## config.mk

```make
export PLATFORM = sky130hd
export DESIGN_NAME = adc_result_fifo
export DESIGN_NICKNAME = d
export VERILOG_FILES = /design/src/rtl/adc_result_fifo.sv
export SDC_FILE = /design/constraint.sdc
export NUM_CORES = 2
export LEC_CHECK = 0
export BUFFER_PORTS_ARGS = -buffer_cell sky130_fd_sc_hd__buf_4
export CAP_MARGIN = 20
export CORE_UTILIZATION = 25
export DETAILED_ROUTE_END_ITERATION = 8
export GPL_TIMING_DRIVEN = 0
export PLACE_DENSITY = 0.49
export REMOVE_ABC_BUFFERS = 1
export SLEW_MARGIN = 30
export SYNTH_ARGS = -nofsm -noshare
export SYNTH_HDL_FRONTEND = slang
export SYNTH_SLANG_ARGS = --single-unit
```

## constraint.sdc

```tcl
create_clock -name clk -period 10.4 [get_ports clk]
set_input_delay 2.08 -clock clk [delete_from_list [all_inputs] [get_ports clk]]
set_output_delay 2.08 -clock clk [all_outputs]
set_load 0.02 [all_outputs]
```

## src/rtl/adc_result_fifo.sv

```systemverilog
module adc_result_fifo #(
  parameter int IN_W  = 13,
  parameter int DEPTH = 256
) (
  input  logic            clk,
  input  logic            rst_n,
  input  logic [IN_W-1:0] res_data,
  input  logic            res_valid,
  input  logic            rd_stb,
  input  logic            rd_hi,
  input  logic            clr_stb,
  input  logic            irq_en,
  output logic [7:0]      rd_data,
  output logic            data_avail,
  output logic            overflow,
  output logic            irq
);
  localparam int WORD_W = 16;
  localparam int AW     = $clog2(DEPTH);
  localparam int CW     = AW + 1;
  localparam logic [CW-1:0] FULL_CNT = CW'(DEPTH);

  logic [WORD_W-1:0] mem [DEPTH];
  logic [AW-1:0]     wr_ptr, rd_ptr;
  logic [CW-1:0]     count;
  logic              lo_armed;

  wire               empty   = (count == '0);
  wire               full    = (count == FULL_CNT);
  wire [WORD_W-1:0]  head    = mem[rd_ptr];
  wire [WORD_W-1:0]  ext     = {{(WORD_W-IN_W){res_data[IN_W-1]}}, res_data};
  wire               rd_ok   = rd_stb && !empty;
  wire               pop     = rd_ok && rd_hi && lo_armed;
  wire               push    = res_valid && (!full || pop);
  wire               discard = res_valid && full && !pop;

  assign rd_data    = empty ? 8'h00 : (rd_hi ? head[15:8] : head[7:0]);
  assign data_avail = !empty;
  assign irq        = irq_en && data_avail;

  always_ff @(posedge clk) begin
    if (push && !clr_stb) mem[wr_ptr] <= ext;
  end

  always_ff @(posedge clk) begin
    if (!rst_n || clr_stb) begin
      wr_ptr   <= '0;
      rd_ptr   <= '0;
      count    <= '0;
      lo_armed <= 1'b0;
      overflow <= 1'b0;
    end else begin
      if (push) wr_ptr <= wr_ptr + 1'b1;
      if (pop)  rd_ptr <= rd_ptr + 1'b1;
      if (push && !pop)      count <= count + 1'b1;
      else if (pop && !push) count <= count - 1'b1;
      if (rd_ok) lo_armed <= !rd_hi;
      if (discard) overflow <= 1'b1;
    end
  end

  assert_count_bound_R1: assert property (@(posedge clk) disable iff (!rst_n)
    count <= FULL_CNT);

  assert_push_shows_R5: assert property (@(posedge clk) disable iff (!rst_n)
    (res_valid && !clr_stb) |=> data_avail);

  assert_hi_no_pop_R4: assert property (@(posedge clk) disable iff (!rst_n)
    (rd_stb && rd_hi && !lo_armed && !res_valid && !clr_stb) |=> $stable(count));

  assert_overflow_sticky_R6: assert property (@(posedge clk) disable iff (!rst_n)
    (overflow && !clr_stb) |=> overflow);

  assert_overflow_only_full_R6: assert property (@(posedge clk) disable iff (!rst_n)
    $rose(overflow) |-> ($past(count) == FULL_CNT));

  assert_clear_R7: assert property (@(posedge clk) disable iff (!rst_n)
    clr_stb |=> (!data_avail && !overflow && !irq));

  assert_empty_read_R9: assert property (@(posedge clk) disable iff (!rst_n)
    (rd_stb && !data_avail && !res_valid && !clr_stb) |=> (!data_avail && $stable(overflow) && !lo_armed));

  assert_pop_at_full_R10: assert property (@(posedge clk) disable iff (!rst_n)
    (full && pop && res_valid && !clr_stb) |=> (full && $stable(overflow)));
endmodule

```

==> summary.md <==
| Metric | Value |
|---|---|
| H-tree depth | `5` |
| Core Rows | `between 200 and 300` |
| Reg2reg setup slack | `~5.9 ns` |
| Final hold vios | `0` |
| Synth cell types | `72` |
| Die X | `around 720 um` |
| Port Buf Inserts | `30` |
| PostCTS Resize Cnt | `0` |
| Startpoint types | `register` |
| Placer Congestion | `approximately 0.79` |
| Top_reg_cell synth | `edfxtp_1` |
| Hold Crit Class | `register to register` |
| Filler cell count | `49691` |
| HPWL after detailed placement | `244 mm` |
| Initial core utilization | `0.251` |
| Seq/Total Area, Yosys | `0.774` |
| Post-route ant nets | `0` |
| Req. time, crit path | `8.32 ns` |
| Top Ports | `31` |
| Fmax achieved | `about 110 MHz` |
| # DRC | `0` |
| Global route total overflow | `0` |
| Core Region | `0.518 mm2` |
| Share of cells above drive strength 1 | `0.314` |
| CTS sink cnt | `~3400` |
| Most common cell after layout, fill and taps aside | `edfxtp_1` |
| Min cycle time layout | `between 9 and 10 ns` |
| Largest net degree at the start of global routing | `between 100 and 150` |
| DR vias/cell | `4.70` |
| Unrepaired setup endpoints after global routing | `false` |
| Place WS | `approximately 2 ns` |
| Crit path max fanout | `30` |
| Commonest non-fill, non-tap cells in the layout | `edfxtp_1, mux4_2, clkbuf_16, nor2_2, mux2i_1` |
| Tcrit/Tclk final | `0.894` |
| Final design utilization | `0.299` |
| Post-CTS setup buffers | `0` |
| Initial antenna violation count | `25` |
| First-pass GRT wire length | `about 520 mm` |
| Peak supply drop | `0.000141 V` |
| Average size of a mapped cell | `approximately 23 um2` |
| Setup CP Type | `register to output port` |
| Syn-to-layout area delta | `18.9%` |
| PwrDens | `180 mW/mm2` |
| CTS tree | `yes` |
| EDFF count, synth | `between 3000 and 4000` |
| Endpoint type of the worst setup path | `output port` |
| Slew margin rel. | `0.255` |
| Die height | `slightly above 700 um` |
| Post-synthesis instance area | `around 0.13 mm2` |
| Leakage | `roughly 45 nW` |
| Clk_skew | `about 0.031 ns` |
| Post-route cell area | `approximately 0.15 mm2` |
| Clock Latency Late Sink | `about 0.96 ns` |
| Worst slew pin tran | `approximately 1.1 ns` |
| Vias in the first global route | `approximately 64000` |
| WP data arrival | `~7.2 ns` |
| CTS clock-pin slew for the worst setup and hold paths | `about 0.060 ns` |
| Synth Register Bits | `3363` |
| First-pass DRT Iterations | `5` |
| Syn. warnings | `0` |
| Post-Route WL | `around 380 mm` |
| GRT Util Overall | `0.140` |
| Wirelength per Cell | `~28 um` |
| CTS buffer count | `approximately 360` |
| Post-cts hold buffer count | `0` |
| # setup viols final | `0` |
| Vias | `~62000` |
| Status | `completed` |
| CTS root buffer | `clkbuf_16` |
| MaxCap Viol Count | `0` |
| Post-synth ARST share | `0` |
| Final nets | `6104` |
| Final worst setup slack | `approximately 1.1 ns` |
| Synthesized instance count | `approximately 5800` |
| Fin. max-slew vios | `0` |
| Min Hold Slack | `between 0.4 and 0.5 ns` |
| Die Area | `0.523 mm2` |
| Clock buffer depth | `4` |
| DRT iter0 DRCs | `between 7000 and 8000` |
| Dpl cell area | `~0.14 mm2` |
==> worst max-delay path, cell delays in order, from the launching register on <==
cell      delay [ns]
dfxtp_4         0.61
buf_12          0.26
buf_16          0.26
buf_16          0.29
buf_12          0.26
buf_16          0.26
buf_12          0.26
buf_16          0.25
buf_16          0.27
mux4_2          0.55
nor2_1          0.11
nor2_1          0.09
o21ai_0         0.68
a221oi_1        0.23
o21ai_0         0.68
a2111o_1        0.36
nand2_1         0.35
buf_4           0.30
==> synth_stat cells (all sizes together) (6+ instances only) <==
library cell | number | area (um2)
edfxtp | 3328 | 99900
mux4 | 901 | 20300
nor2 | 343 | 1290
buf | 229 | 1650
mux2i | 148 | 1480
nand2 | 139 | 522
clkbuf | 91 | 342
o22ai | 61 | 382
a21oi | 46 | 230
a211oi | 43 | 323
a22oi | 42 | 315
nand3 | 38 | 190
dfxtp | 35 | 701
nor3 | 33 | 165
o21ai | 26 | 130
and2 | 22 | 138
mux2 | 22 | 248
nor2b | 22 | 138
nand4 | 16 | 100
a31oi | 15 | 93.8
inv | 15 | 56.3
a2111oi | 13 | 115
ha | 13 | 163
nand2b | 13 | 81.3
nor4 | 11 | 68.8
xor2 | 11 | 96.3
a211o | 9 | 78.8
or3 | 9 | 56.3
xnor2 | 7 | 61.3
a221oi | 6 | 52.6
a311oi | 6 | 52.6
==> path summary, 6_finish.rpt <==
| kind | start | depth (start not counted) | to |
|---|---|---|---|
| hold reg to reg | overflow | 2 | overflow |
| setup reg to reg | count[0] | 7 | mem[40][4] |
| hold / removal | overflow | 2 | overflow |
| setup / recovery | register | 17 | rd_data[4] |
==> stage by stage <==
stage	total power (W)	setup TNS, ns	instances
detailed placement	0.0156	0	12623
global route	0.0286	0	13284
floorplan	0.0153	-225.57	5450
global placement	0.0156	-422.25	12396
CTS	0.0281	0	13282
finish	0.0278	0	13289
==> registers in the layout, indices dropped and copies added, names as in the netlist, named ones only <==
register / count
lo_armed: 1
rd_ptr: 8
count: 9
mem: 3328
wr_ptr: 8
overflow: 1
==> metal layers <==
metal  GRT usage  wire length [um]  vias to the layer above  part of all wire
met1       0.194            162000                    34503              0.43
met2       0.225            177000                     2222              0.47
met4      0.0409             11300                        2             0.030
met5           0                12                        -          0.000032
met3      0.0257             25000                      515             0.067
li1            -                 -                    25160                 -
==> layout make-up <==
| class | count | area, um2 | share of cell area |
|---|---|---|---|
| clock buffer | 445 | 9510 | 0.0615 |
| inverter | 17 | 86.3 | 0.000558 |
| timing repair buffer | 257 | 4860 | 0.0314 |
| clock inverter | 214 | 1850 | 0.0120 |
| antenna | 7 | 17.5 | 0.000113 |
| tap | 6916 | 8650 | 0.0560 |
| multi-input combinational | 2070 | 29000 | 0.187 |
| sequential | 3363 | 101000 | 0.651 |
==> power by group <==
part | total (W) | switching [W] | internal (W)
registers | 0.0149 | 0.00000344 | 0.0149
clock network | 0.0125 | 0.00536 | 0.00713
logic | 0.000460 | 0.000367 | 0.0000934
==> logic make-up (layout without fill, tap and decap cells) <==
kind of cell,after synthesis,count (layout),share of synthesized area
AND/OR/NAND/NOR,660,660,0.0219
XOR/XNOR,18,18,0.00121
other,0,7,0
multiplexers,1071,1071,0.170
AO/OA/AOI/OAI,307,307,0.0163
flip-flops,3363,3363,0.774
buffers and inverters,337,933,0.0158
adder cells (fa/ha/maj),14,14,0.00140
No activity file was read; power rests on OpenSTA's default activity.
